$ cat src/rtl/okrx_pkg.sv
package okrx_pkg;
  // Which line produced the most recent rising edge
  typedef enum logic {
    PH_POS = 1'b0,
    PH_NEG = 1'b1
  } phase_t;
endpackage

$ cat src/rtl/okrx_sync.sv
module okrx_sync #(
  parameter int WIDTH  = 2,
  parameter int STAGES = 2
) (
  input  logic             clk,
  input  logic             rst,
  input  logic [WIDTH-1:0] d,
  output logic [WIDTH-1:0] q
);
  logic [WIDTH-1:0] chain [STAGES];

  always_ff @(posedge clk) begin
    if (rst) begin
      for (int i = 0; i < STAGES; i++) chain[i] <= '0;
    end else begin
      chain[0] <= d;
      for (int i = 1; i < STAGES; i++) chain[i] <= chain[i-1];
    end
  end

  assign q = chain[STAGES-1];
endmodule

$ cat src/rtl/okrx_carrier_det.sv
module okrx_carrier_det
  import okrx_pkg::*;
#(
  parameter int WIN_W = 8
) (
  input  logic             clk,
  input  logic             rst,
  input  logic             s_p,
  input  logic             s_n,
  input  logic [WIN_W-1:0] win_cycles,
  output logic             present
);
  logic             lvl_p, lvl_n;
  logic             armed;
  phase_t           last_ph;
  logic [WIN_W-1:0] cnt;
  logic [WIN_W-1:0] win_m1;
  logic             valid, rise_p, rise_n, rise_any;

  always_comb begin
    valid    = !(s_p && s_n);
    rise_p   = valid && s_p && !lvl_p;
    rise_n   = valid && s_n && !lvl_n;
    rise_any = rise_p || rise_n;
    win_m1   = (win_cycles == '0) ? '0 : win_cycles - 1'b1;
  end

  always_ff @(posedge clk) begin
    if (rst) begin
      lvl_p   <= 1'b0;
      lvl_n   <= 1'b0;
      armed   <= 1'b0;
      last_ph <= PH_POS;
      cnt     <= '0;
      present <= 1'b0;
    end else begin
      if (valid) begin
        lvl_p <= s_p;
        lvl_n <= s_n;
      end
      if (rise_any) begin
        cnt     <= '0;
        armed   <= 1'b1;
        last_ph <= rise_n ? PH_NEG : PH_POS;
        if (armed && (last_ph != (rise_n ? PH_NEG : PH_POS)))
          present <= 1'b1;
      end else if (armed) begin
        if (cnt >= win_m1) begin
          armed   <= 1'b0;
          present <= 1'b0;
          cnt     <= '0;
        end else begin
          cnt <= cnt + 1'b1;
        end
      end
    end
  end


  pair_needs_edge_chk: assert property (@(posedge clk) disable iff (rst)
    $rose(present) |-> $past(rise_any));


  expire_clears_chk: assert property (@(posedge clk) disable iff (rst)
    (armed && !rise_any && (cnt >= win_m1)) |=> !present);


  both_high_ignored_chk: assert property (@(posedge clk) disable iff (rst)
    (s_p && s_n) |=> ($stable(lvl_p) && $stable(lvl_n)));
endmodule

$ cat src/rtl/okrx_outstage.sv
module okrx_outstage #(
  parameter int NCH = 2
) (
  input  logic           clk,
  input  logic           rst,
  input  logic [NCH-1:0] present,
  input  logic           en,
  input  logic [NCH-1:0] pol,
  output logic [NCH-1:0] dout
);
  always_ff @(posedge clk) begin
    if (rst || !en) dout <= '0;
    else            dout <= present ^ pol;
  end


  en_low_forces_zero_chk: assert property (@(posedge clk) disable iff (rst)
    !en |=> (dout == '0));
endmodule

$ cat src/rtl/okrx_demod.sv
module okrx_demod #(
  parameter int NCH   = 2,
  parameter int WIN_W = 8
) (
  input  logic             clk,
  input  logic             rst,
  input  logic [NCH-1:0]   rx_p,
  input  logic [NCH-1:0]   rx_n,
  input  logic             rx_en,
  input  logic [NCH-1:0]   pol_inv,
  input  logic [WIN_W-1:0] win_cycles,
  output logic [NCH-1:0]   dout
);
  localparam int LINES = 2 * NCH;

  logic [LINES-1:0] raw, synced;
  logic [NCH-1:0]   present;

  assign raw = {rx_n, rx_p};

  okrx_sync #(.WIDTH(LINES), .STAGES(2)) u_sync (
    .clk (clk),
    .rst (rst),
    .d   (raw),
    .q   (synced)
  );

  for (genvar c = 0; c < NCH; c++) begin : g_ch
    okrx_carrier_det #(.WIN_W(WIN_W)) u_det (
      .clk        (clk),
      .rst        (rst),
      .s_p        (synced[c]),
      .s_n        (synced[NCH + c]),
      .win_cycles (win_cycles),
      .present    (present[c])
    );
  end

  okrx_outstage #(.NCH(NCH)) u_out (
    .clk     (clk),
    .rst     (rst),
    .present (present),
    .en      (rx_en),
    .pol     (pol_inv),
    .dout    (dout)
  );
endmodule

$ cat config.mk
export PLATFORM = sky130hd
export DESIGN_NAME = okrx_demod
export DESIGN_NICKNAME = d
export VERILOG_FILES = /design/src/rtl/okrx_pkg.sv /design/src/rtl/okrx_sync.sv /design/src/rtl/okrx_carrier_det.sv /design/src/rtl/okrx_outstage.sv /design/src/rtl/okrx_demod.sv
export SDC_FILE = /design/constraint.sdc
export NUM_CORES = 1
export LEC_CHECK = 0
export CELL_PAD_IN_SITES_DETAIL_PLACEMENT = 0
export CELL_PAD_IN_SITES_GLOBAL_PLACEMENT = 1
export CORE_MARGIN = 8
export CORE_UTILIZATION = 40
export CTS_CLUSTER_SIZE = 14
export DETAILED_ROUTE_END_ITERATION = 12
export PLACE_DENSITY_LB_ADDON = 0.1
export SLEW_MARGIN = 5
export SYNTH_ARGS = -nofsm -noshare
export SYNTH_HDL_FRONTEND = slang
export SYNTH_SLANG_ARGS = --single-unit
$ cat constraint.sdc
create_clock -name clk -period 2.87 [get_ports clk]
set_input_delay 0.7175 -clock clk [delete_from_list [all_inputs] [get_ports clk]]
set_output_delay 0.7175 -clock clk [all_outputs]
set_load 0.05 [all_outputs]
After elaboration in Yosys (flattened, before gate mapping)
Memory sizes are Yosys's and may differ from the RTL's.
Cells that the tools add are included.
- shift-type cells: 0
- multipliers: 0
- muxes and demuxes: 24
- equal/unequal tests: 4
- reductions and logical operators: 31
- div/mod/pow operators: 0
- bitwise logic cells: 3
- add/sub/neg operators: 3
- magnitude comparators: 2
- operators with widths (cell ; count):
    8-bit two-way mux ; 3
    1-bit two-way mux ; 19
    8-bit by 1-bit adder with 8-bit output (second input constant) ; 2
    8-bit greater-or-equal comparator ; 2
    1-bit logical AND ; 12
    8-bit zero test ; 1
    4-bit two-way mux ; 2
    2-bit nonzero test ; 4
    8-bit by 1-bit subtractor with 8-bit output (second input constant) ; 1
    1-bit zero test ; 7
    3-bit AND reduction ; 2
    2-bit != test (second input constant) ; 2
    2-bit OR reduction ; 2
    1-bit logical OR ; 3
    1-bit != test ; 2
    1-bit bitwise OR ; 2
    2-bit bitwise XOR ; 1
- latch bits: 0
- register bits after elaboration: 28
- logic and storage cells: 81
- memories kept: 1
- memory bits (read-only): 0
- output and inout port bits: 2
- RAM bits: 8
- memory list (name ; depth ; bits a word ; read ports ; clocked after memory_dff ; write ports ; line ; RTL):
    u_sync.chain ; 2 ; 4 ; 2 ; 0 ; 2 ; okrx_sync.sv:10 ; logic [WIDTH-1:0] chain [STAGES];

Longest topological paths before layout
Gate-level depths: netlist (run 1).
- depth in word-level cells: 9
- gate-level depth with buffers: 11
- depth with buffers taken out: 10

Cells and area by module
A second synthesis (run 1) with hierarchy kept.
- cell total of the unflattened synthesis: 260
- area, all modules: 2244.7 µm²
- modules (own cells, without submodules) (module ; area each (µm²) ; times used ; cells each ; seq. area each (µm²)):
    okrx_carrier_det (g_ch[1].u_det) ; 973.4 ; 1 ; 115 ; 260.2
    okrx_carrier_det (g_ch[0].u_det) ; 959.7 ; 1 ; 118 ; 260.2
    okrx_sync ; 240.2 ; 1 ; 20 ; 160.2
    okrx_outstage ; 71.3 ; 1 ; 7 ; 40.0

Worst setup path after synthesis (run 1)
OpenSTA, ideal clock, no wires.
- kind: input -> register
- from: in win_cycles[3]
- to: reg g_ch[0].u_det.cnt[0]
- data arrival time: 2.863 ns
- cell stages on the path: 9
- library setup time: 0.087 ns
- required time: 2.783 ns
- path buffers: 0
- setup slack: -0.080 ns
- cell sequence: or4_4 > nor4_2 > nand3_1 > o21a_1 > ha_1 > and2_4 > a221oi_4 > o211ai_2 > o31ai_1
- word-level cells in the longest chain between the ends: 4
- elaborated cells between the ends (all ways): 5
- ends and longest elaborated chain (element ; line ; RTL):
    from (decl) ; okrx_demod.sv:11 ; input logic [WIN_W-1:0] win_cycles,
    8-bit by 1-bit subtractor with 8-bit output or 8-bit zero test (tied branches) ; okrx_carrier_det.sv:25 ; win_m1 = (win_cycles == '0) ? '0 : win_cycles - 1'b1;
    8-bit two-way mux * ; okrx_carrier_det.sv:25 ;
    8-bit greater-or-equal comparator * ; okrx_carrier_det.sv:48 ; if (cnt >= win_m1) begin
    8-bit two-way mux * ; okrx_carrier_det.sv:48 ;
    to (signal assigned) ; okrx_carrier_det.sv:53 ; cnt <= cnt + 1'b1;
    to (decl) ; okrx_carrier_det.sv:16 ; logic [WIN_W-1:0] cnt;
Every way passes the cells marked *; elsewhere a longest branch is shown, timed or not.
A chain may end at the register's enable or synchronous reset.

Final worst setup path (run 1)
- from: in win_cycles[0]
- to: reg g_ch[1].u_det.cnt[2]
- word-level cells in the longest chain between the ends: 4
- elaborated cells between the ends (all ways): 5
- ends and longest elaborated chain (element ; line):
    8-bit by 1-bit subtractor with 8-bit output or 8-bit zero test (tied branches) ; okrx_carrier_det.sv:25
    8-bit two-way mux * ; okrx_carrier_det.sv:25
    8-bit greater-or-equal comparator * ; okrx_carrier_det.sv:48
    8-bit two-way mux * ; okrx_carrier_det.sv:48
    to (signal assigned) ; okrx_carrier_det.sv:53
    to (decl) ; okrx_carrier_det.sv:16
Marked as above.

==> metrics, run 1 <==
TNS Setup=0 ns; Rel. slew slack=65.2%; DIE WIDTH=between 80 and 90 um; Clock Latency Late Sink=0.28 ns; worst min path class=reg -> reg; via count=1855; RSZ-0062 raised after global routing=true; Die Y=approximately 90 um; flops & latches, synth=36; Fmax=0.349 GHz; number of top-level pins=19; fin worst setup slack=roughly 0.007 ns; most frequent CP cell=ha_4; worst vdd ir=0.300 mV; Max Cap Viol=0; grt ovf=0; TritonCTS Sinks=36; number of synthesized flops with an enable pin=0; Final ANT Viol Nets=0; FF-to-FF setup slack=roughly 1.1 ns; Vias/cell=5.25; YS warnings=0; Layout area overhead=35.9%; Final setup viols=0; Max Root-Sink Buffers=2; Filler cells=511; initial antenna violation count=0; CTS tree=yes; Synth cell types=44; WP data arrival=between 3 and 4 ns; Critical Path Max Stage Delay=0.62 ns; Worst Setup EP=g_ch[1].u_det.cnt[2]; register area=721 um^2; sequential area share after synthesis=33.1%; Fin. Hold Viols=0; most used flip-flop cell after synthesis=dfxtp_1; root buffer cell=clkbuf_8; cell row count=27; cell breakdown of the critical path=buf_2, inv_2, ha_4, nand3b_1, or4_4, nand2_4, ha_4, a21o_1, a221oi_4, buf_6, o211ai_1, a31oi_1; CP Max Fanout=5; fin. max-slew vios=0; required time of the critical path=3.07 ns; Critical-path top delay cell=or4_4; largest net degree at the start of global routing=18; Post-Route WL=4.91 mm; gr usage total=between 10% and 20%; area of the multi-input gates=1600 um^2; syn nets=around 280; Final min period=2.86 ns; DP Worst Slack=-0.623 ns; Syn Inst Count=239; FFs w/ async S/R, synth=0%; Num CTS Buffers=5; Worst Skew=approximately 0.0065 ns; Iteration-0 DRC Markers=72; CP Capture Type=flip-flop; Port Buffers=18; Worst Setup SP=win_cycles[0]; drc violations=0; Core Footprint=5370 um^2; CTS HTree Levels=2; r2r worst-path depth=6; CP startpoint kind=primary input; status=finished, final reports clean; DR WL/cell=13.9 um; vias in the first global route=1857; hold_buf cts=0; final instance area=2960 um^2; Final Power=1.14 mW; global-route wire length before repair=8.38 mm; DIE AREA=between 8000 and 9000 um^2; Final nets=317; dpl cell area=2620 um^2; WHS=0.443 ns; Initial Util=40.6%; P per Cell Area=385 nW/um^2; worst slew pin tran=0.522 ns; fin crit share=99.8%; clock slew at reported path FFs=0.07 ns; Syn Area/Cell=9.12 um^2; critical path class=in -> reg; share of layout cells above drive strength 1=between 20% and 30%; synthesized area=2180 um^2; dpl hpwl=3.53 mm; Critical R2R Launch=g_ch[1].u_det.cnt[2]; r2r endpoint=g_ch[1].u_det.cnt[2]; DR pass1 iterations=4; Final GP Congestion=about 0.78; Inserted Diodes=0; LEAKAGE=approximately 1.1 nW
[cells in the final DEF (no fill, tap or decap), types with 7 or more instances in the layout]
cell / synthesis / routed
a21oi_1: 9 / 9
buf_4: 0 / 17
buf_6: 0 / 11
clkbuf_8: 0 / 7
clkdlybuf4s50_1: 0 / 11
dfxtp_1: 36 / 36
ha_1: 19 / 13
nand2_1: 11 / 9
nand2b_1: 12 / 12
nand3_1: 12 / 12
nor2_1: 14 / 11
nor2b_1: 14 / 14
nor3b_1: 11 / 11
o2111ai_1: 11 / 7
o211ai_1: 8 / 8
xnor2_1: 9 / 9
[cell families after synthesis]
logic type               after synthesis  share of synthesized area [%]
flip-flops                            36                           33.1
XOR/XNOR                              11                           4.42
AND/OR/NAND/NOR                       93                           25.2
multiplexers                           2                          0.976
adder cells (fa/ha/maj)               19                           10.9
buffers and inverters                 18                           3.27
AO/OA/AOI/OAI                         60                           22.2
[worst min-delay path by stage]
| stage | end | startpoint | slack, ns | cells past startpoint |
|---|---|---|---|---|
| global route | u_sync.chain[0][6] | u_sync.chain[0][2] | 0.46 | 1 |
| CTS | u_sync.chain[0][5] | u_sync.chain[0][1] | 0.45 | 1 |
| global placement | u_sync.chain[0][6] | u_sync.chain[0][2] | 0.42 | 1 |
| floorplan | u_sync.chain[0][4] | u_sync.chain[0][0] | 0.41 | 1 |
| finish | u_sync.chain[0][5] | u_sync.chain[0][1] | 0.44 | 1 |
| detailed placement | u_sync.chain[0][5] | u_sync.chain[0][1] | 0.43 | 1 |
[report_power, final]
group | total, mW | internal (mW) | leakage [nW] | switching (mW)
clock | 0.381 | 0.214 | 0.0503 | 0.168
sequential | 0.542 | 0.519 | 0.293 | 0.0233
combinational | 0.217 | 0.115 | 0.745 | 0.102
total | 1.14 | 0.848 | 1.09 | 0.293
[state kept, by name (all words and copies together) (netlist names)]
signal              flops
g_ch.u_det.armed        2
g_ch.u_det.cnt         16
g_ch.u_det.last_ph      2
g_ch.u_det.lvl_n        2
g_ch.u_det.lvl_p        2
g_ch.u_det.present      2
u_out.dout              2
u_sync.chain            8
[final cells by class]
class | instances | share of cell area [%]
well taps | 72 | 3.04
repair buffers | 45 | 14.5
multi-input cells | 185 | 53.9
clock buffers | 7 | 3.25
flip-flops and latches | 36 | 24.3
inverters | 8 | 1.01
[worst max-delay path: cells and delay by family]
kind | cells | cell delay [ns]
buffers and inverters | 3 | 0.36
AOI/OAI and AO/OA | 4 | 0.81
and+or+nand+nor | 3 | 0.85
adders and majority gates | 2 | 0.34
[layer usage]
layer / up-vias / global-route usage, % / wire (um)
met1: 853 / 14.6 / 2400
met2: 27 / 20.6 / 2250
met5: - / 0 / 0
li1: 971 / - / -
met4: 0 / 4.23 / 46
met3: 4 / 2.99 / 204
[cell usage after synthesis (2+ instances only)]
library cell	count	area, um^2
or4bb_1	2	22.5
o2111ai_1	11	96.3
nand2_1	11	41.3
a21o_1	2	15.0
and2_1	3	18.8
nor3b_1	11	82.6
nand3b_1	2	15.0
nand2b_1	12	75.1
buf_2	2	10.0
o211ai_1	8	60.1
nor2_1	14	52.6
dfxtp_1	36	721
a31oi_1	7	43.8
xnor2_1	9	78.8
or3_1	2	12.5
clkbuf_1	7	26.3
a21oi_1	9	45.0
o21bai_1	2	15.0
nor2b_1	14	87.6
inv_1	8	30.0
nor3_1	3	15.0
o31ai_1	2	15.0
nand3_1	12	60.1
or4b_1	2	20.0
xor2_1	2	17.5
a211oi_1	6	45.0
o21ai_0	3	15.0
ha_1	19	238
a211o_1	3	26.3
[stage by stage]
stage               std cells  util [%]
finish                    353      55.2
global route              353      55.2
detailed placement        342      48.8
CTS                       352      52.7
floorplan                 239         -
global placement          342      48.8
[what timing repair did]
| item | in CTS | in global routing |
|---|---|---|
| setup buffers | 1 | 2 |
| gates cloned | 2 | 0 |
| pin swaps | 16 | 25 |
| endpoints found under the setup margin | 20 | 20 |
| resized for setup | 43 | 24 |
Power figures use the tool's default switching activity.
==> run 2: changes to the inputs <==
Settings changed: CORE_ASPECT_RATIO set to 0.6.
==> run 2 against run 1 <==
The run now ends with setup timing left. Cell count increased by 0.28%. Critical endpoint is now g_ch[0].u_det.cnt[3]. Clock power up 3%. Critical path type unchanged. Critical path depth is the same. First-iteration DRC count down 29%. Die area increased by 0.96%. Largest cell class unchanged. Clock skew down 0.00063 ns.
==> metrics, run 2 (synthesis results as in run 1) <==
status=finished, violations left; failing checks=setup timing; Post-Route WL=about 5.4 mm; grt ovf=0; dpl hpwl=3.58 mm; CTS tree=yes; part of the power in registers=46.0%; Fmax=0.343 GHz; drc violations=0; most frequent cells in the layout=dfxtp_1 (36), buf_4 (18), nor2b_1 (14), buf_6 (14), ha_1 (13); Internal=roughly 0.87 mW; fin crit share=102%; Max Cap Viol=0; required time of the critical path=between 3 and 4 ns; Core Footprint=slightly above 5000 um^2; via count=1903; Max Root-Sink Buffers=2; cell row count=20; power share of the clock group=33.2%; Final Power=between 1 and 1.5 mW; Die Y=73.2 um; LEAKAGE=1.15 nW; worst slew pin tran=0.550 ns; Fin. Hold Viols=0; DIE WIDTH=111 um; Port Buffers=18; initial antenna violation count=0; commonest non-fill, non-tap cell in the layout=dfxtp_1; Final GP Congestion=roughly 0.72; Clock Latency Late Sink=0.29 ns; largest net degree at the start of global routing=18; number of top-level pins=19; global-route wire length before repair=8.63 mm; Final setup viols=1; root buffer cell=clkbuf_8; Critical Path Max Stage Delay=0.57 ns; TritonCTS Sinks=36; CP startpoint kind=primary input; Layout area overhead=41.6%; WP data arrival=3.12 ns; share of layout cells above drive strength 1=between 20% and 30%; Rel. slew slack=63.3%; P per Cell Area=382 nW/um^2; gr usage total=12.8%; CTS HTree Levels=2; CP Max Fanout=5; fin. max-slew vios=0; DR WL/cell=roughly 15 um; Critical-path top delay cell=or4_4; worst vdd ir=0.209 mV; DIE AREA=8140 um^2; Vias/cell=5.38; Worst Skew=0.00586 ns; clock slew at reported path FFs=0.08 ns; Iteration-0 DRC Markers=roughly 50; Biggest register=g_ch.u_det.cnt; Psw=0.312 mW; DR pass1 iterations=4; Num CTS Buffers=5; RSZ-0062 raised after global routing=true; switching share of power=roughly a quarter; Initial Util=a little over two fifths; combinational group share of total power=20.8%; vias in the first global route=1762; fin util=59.9%; biggest regs=g_ch.u_det.cnt x16, u_sync.chain x8; Final min period=between 2 and 3 ns; Inserted Diodes=0; Final nets=324; CP Capture Type=flip-flop; critical path class=in -> reg; max FFs per register=16; cell breakdown of the critical path=buf_8, or4_4, nor4_4, buf_4, o21a_4, ha_4, and2_4, a221oi_4, buf_12, buf_6, o211ai_1, a31oi_1; Final ANT Viol Nets=0; fin worst setup slack=-0.0482 ns; worst min path class=reg -> reg
[run 2: final cells by class]
type                       count  area (um^2)
fill                         450         2070
multi-input combinational    185         1630
sequential                    36          721
timing repair buffer          52          531
clock buffer                   7         96.3
tap                           66         82.6
inverter                       8         30.0
[run 2: path summary, 6_finish.rpt]
path                             start              endpoint  slack, ns  depth (start not counted)
hold reg to reg     u_sync.chain[0][3]    u_sync.chain[0][7]       0.44                          1
hold / removal      u_sync.chain[0][3]    u_sync.chain[0][7]       0.44                          1
setup reg to reg  g_ch[0].u_det.cnt[2]  g_ch[0].u_det.cnt[3]       0.94                          7
setup / recovery         win_cycles[0]  g_ch[0].u_det.cnt[3]      -0.05                         12
[run 2: worst max-delay path: cells and delay by family]
kind / cells / cell delay, ns
AND/OR/NAND/NOR: 3 / 0.89
AO/OA/AOI/OAI: 4 / 0.79
buffers and inverters: 4 / 0.50
adder cells (fa/ha/maj): 1 / 0.21
[run 2: through the flow]
step / worst slack, ns / hold WS, ns / instance area (um^2) / cells / TNS [ns]
final: -0.0482 / 0.436 / 3090 / 354 / -0.0482
after detailed placement: -0.652 / 0.425 / 2600 / 332 / -12.05
after CTS: -0.0831 / 0.440 / 2930 / 351 / -0.460
after global placement: -0.635 / 0.421 / 2600 / 332 / -11.95
after global routing: -0.143 / 0.456 / 3090 / 354 / -0.458
after floorplan: -0.00803 / 0.414 / 2210 / 239 / -0.0252
[run 2: power by group through the flow]
| stage | Clock, mW | Sequential, mW | Combinational, mW |
|---|---|---|---|
| finish | 0.391 | 0.542 | 0.245 |
| CTS | 0.396 | 0.541 | 0.209 |
| floorplan | 0 | 0.549 | 0.109 |
| global placement | 0 | 0.553 | 0.183 |
| global route | 0.423 | 0.545 | 0.264 |
| detailed placement | 0 | 0.553 | 0.184 |
[run 2: repair_timing]
item | 4_1_cts | 5_1_grt
gates cloned | 3 | 3
hold buffers | 0 | 0
pin swaps | 27 | 26
buffers inserted | 9 | 1
endpoints found under the setup margin | 20 | 20
resized for setup | 49 | 30
[run 2: layer usage]
layer | GRT usage (%) | share of wire [%] | vias to the layer above | routed length (um)
met3 | 3.94 | 2.3 | 4 | 124
met1 | 18.1 | 54 | 899 | 2920
met2 | 18.3 | 43 | 13 | 2290
met4 | 2.64 | 0.58 | 0 | 31
li1 | - | - | 987 | -
met5 | 0 | 0 | - | 0
==> run 3: changes to the inputs <==
--- a/config.mk
+++ b/config.mk
@@ -7,2 +7,3 @@
 export LEC_CHECK = 0
+export ABC_AREA = 1
 export CELL_PAD_IN_SITES_DETAIL_PLACEMENT = 0
@@ -11,3 +12,3 @@
 export CORE_MARGIN = 8
-export CORE_UTILIZATION = 40
+export CORE_UTILIZATION = 37
 export CTS_CLUSTER_SIZE = 14
==> constraint.sdc (replaced) <==
create_clock -name clk -period 2.87 [get_ports clk]
set_input_delay 0.574 -clock clk [delete_from_list [all_inputs] [get_ports clk]]
set_output_delay 0.574 -clock clk [all_outputs]
set_load 0.05 [all_outputs]
==> run 3 against run 2 <==
Clock power decreased by 5.9%. The run now ends clean. Synthesized cell count rose by 14%. Clock-buffer cell count is 1 higher. Routed wire length down 27%. Utilization decreased by 14 points. Critical path depth up 3. Worst hold slack got worse by 0.035 ns. Power down 11%. First-iteration DRC count increased by 20%.
==> metrics, run 3 <==
Syn Inst Count=272; DIE WIDTH=111 um; dpl cell area=2360 um^2; required time of the critical path=3.04 ns; met2 WL=1.55 mm; DIE AREA=between 8000 and 9000 um^2; Synth cell types=30; global-route wire length before repair=~6.7 mm; Port Buffers=18; post-synth top area cell=dfxtp_1; via count=1650; Synth top area share=a little over a third; Final nets=341; Num CTS Buffers=5; combinational group share of total power=14.3%; drc violations=0; clock slew at reported path FFs=0.07 ns; most frequent cells in the layout=inv_1 (48), nand2_1 (45), dfxtp_1 (36); Biggest register=g_ch.u_det.cnt; final instance area=2500 um^2; flops & latches, synth=36; dpl hpwl=3.16 mm; Worst Setup SP=win_cycles[2]; r2r worst-path depth=11; Iteration-0 DRC Markers=61; switching share of power=approximately 25%; root buffer cell=clkbuf_8; worst vdd ir=0.186 mV; Max Root-Sink Buffers=2; Critical R2R Launch=g_ch[1].u_det.cnt[0]; number of top-level pins=19; gr usage total=roughly 10%; max FFs per register=16; CP startpoint kind=primary input; CP Capture Type=flip-flop; DR WL/cell=just over 10 um; Layout area overhead=23.4%; share of layout cells above drive strength 1=13.7%; Layout Cells excl Fill=375; critical path class=in -> reg; biggest regs=g_ch.u_det.cnt x16, u_sync.chain x8; Final setup viols=0; r2r endpoint=g_ch[1].u_det.cnt[3]; vias in the first global route=1483; Initial Util=37.4%; fin crit share=93.8%; initial antenna violation count=0; CTS tree=yes; Final Power=1.04 mW; cell breakdown of the critical path=clkdlybuf4s50_1, nor2_1, nand2_1, nor2_4, inv_1, nor4_1, o21ai_0, buf_4, ha_1, nand2_1, o21a_1, nand2_2, inv_2, o21ai_4, nor2_1; Critical Path Max Stage Delay=0.42 ns; CTS HTree Levels=2; TritonCTS Sinks=36; fin. max-slew vios=0; Vias/cell=~4.4; FFs w/ async S/R, synth=0%; WHS=0.401 ns; worst min path class=reg -> reg; Clock Latency Late Sink=0.28 ns; WP data arrival=2.86 ns; Final ANT Viol Nets=0; Rel. slew slack=66.6%; placed insts=~370; syn nets=slightly above 300; postcts setup bufs=0; top routing layer in use=met4; Post-synth top cells=inv_1 (49), nand2_1 (47), nor2_1 (37), dfxtp_1 (36), ha_1 (19); Post-Route WL=3.90 mm; Metal-1 WL=between 2 and 2.5 mm; Critical-path top delay cell=clkdlybuf4s50_1; Core Footprint=approximately 5400 um^2; WL met3=138 um; Worst Setup EP=g_ch[1].u_det.cnt[3]; most frequent cell after synthesis=inv_1; Fin. Hold Viols=0; sequential area share after synthesis=a little over a third; Die Y=~73 um; Inserted Diodes=0; number of synthesized flops with an enable pin=0; largest net degree at the start of global routing=17; synth top area cells=dfxtp_1 (36%), ha_1 (12%), inv_1 (9.1%), nand2_1 (8.7%), nor2_1 (6.9%); FF-to-FF setup slack=1.29 ns; CP Max Fanout=6; YS warnings=0; part of the power in registers=~51%; synthesized area=2020 um^2; power share of the clock group=35.3%; grt ovf=0; most used flip-flop cell after synthesis=dfxtp_1; Final GP Congestion=0.729; Worst Skew=~0.0066 ns; Final min period=2.69 ns; LEAKAGE=1.12 nW; Psw=0.263 mW; worst slew pin tran=0.499 ns; Max Cap Viol=0; P per Cell Area=418 nW/um^2; fin util=46.1%; Resized Gates After CTS=0; cell row count=21; Fmax=0.371 GHz; status=finished, final reports clean; Syn Area/Cell=7.44 um^2; hold_buf cts=0; DR pass1 iterations=6; commonest non-fill, non-tap cell in the layout=inv_1; Internal=0.781 mW
## run 3: cell count changes in the layout (fill, tap and decap cells not counted), sizes merged, moves of 12 or more
cell / delta
buf: -25
inv: +41
nand2: +37
nand2b: -12
nor2: +27
nor2b: -14
o2111ai: -12
## run 3: logic make-up (layout without fill, tap and decap cells)
kind of cell / count (synthesis) / after routing / synth area share, %
XOR/XNOR: 12 / 12 / 5.19
AO/OA/AOI/OAI: 33 / 33 / 10.0
flip-flops: 36 / 36 / 35.6
adder cells (fa/ha/maj): 19 / 19 / 11.7
buffers and inverters: 53 / 87 / 10.2
AND/OR/NAND/NOR: 119 / 119 / 27.3
## run 3: metrics by stage
stage / setup slack (ns) / setup TNS, ns
6_report: 0.178 / 0
5_1_grt: -0.0472 / -0.156
3_5_place_dp: -0.235 / -2.72
4_1_cts: 0.0630 / 0
3_3_place_gp: -0.210 / -3.14
2_1_floorplan: 0.438 / 0
## run 3: metal layers
metal	GRT usage [%]	up-vias
li1	-	928
met1	14.2	701
met2	14.1	14
met3	3.18	7
met4	3.08	0
met5	0	-
## run 3: final cells by class
type | count | area (um^2)
repair buffers | 30 | 270
fillers | 566 | 2920
flip-flops and latches | 36 | 721
inverters | 49 | 184
clock buffers | 8 | 90.1
well taps | 69 | 86.3
multi-input cells | 183 | 1150
## run 3: worst min path at each step
stage,from,endpoint,slack (ns),depth (start not counted)
after floorplan,u_sync.chain[0][0],u_sync.chain[0][4],0.39,2
after global placement,u_sync.chain[0][0],u_sync.chain[0][4],0.39,2
after detailed placement,u_sync.chain[0][0],u_sync.chain[0][4],0.39,2
after CTS,u_sync.chain[0][0],u_sync.chain[0][4],0.40,2
after global routing,u_sync.chain[0][1],u_sync.chain[0][5],0.42,2
final,u_sync.chain[0][0],u_sync.chain[0][4],0.40,2
## run 3: power by group through the flow
stage | registers, mW | clock network, mW | logic, mW
after global placement | 0.539 | 0 | 0.144
final | 0.527 | 0.368 | 0.149
after CTS | 0.527 | 0.383 | 0.144
after floorplan | 0.537 | 0 | 0.0865
after global routing | 0.529 | 0.401 | 0.171
after detailed placement | 0.538 | 0 | 0.143
## run 3: worst max-delay path: cells and delay by family
family	cells	cell delay [ns]
AOI/OAI and AO/OA	3	0.54
buffers and inverters	4	0.69
and+or+nand+nor	7	0.76
adders and majority gates	1	0.29
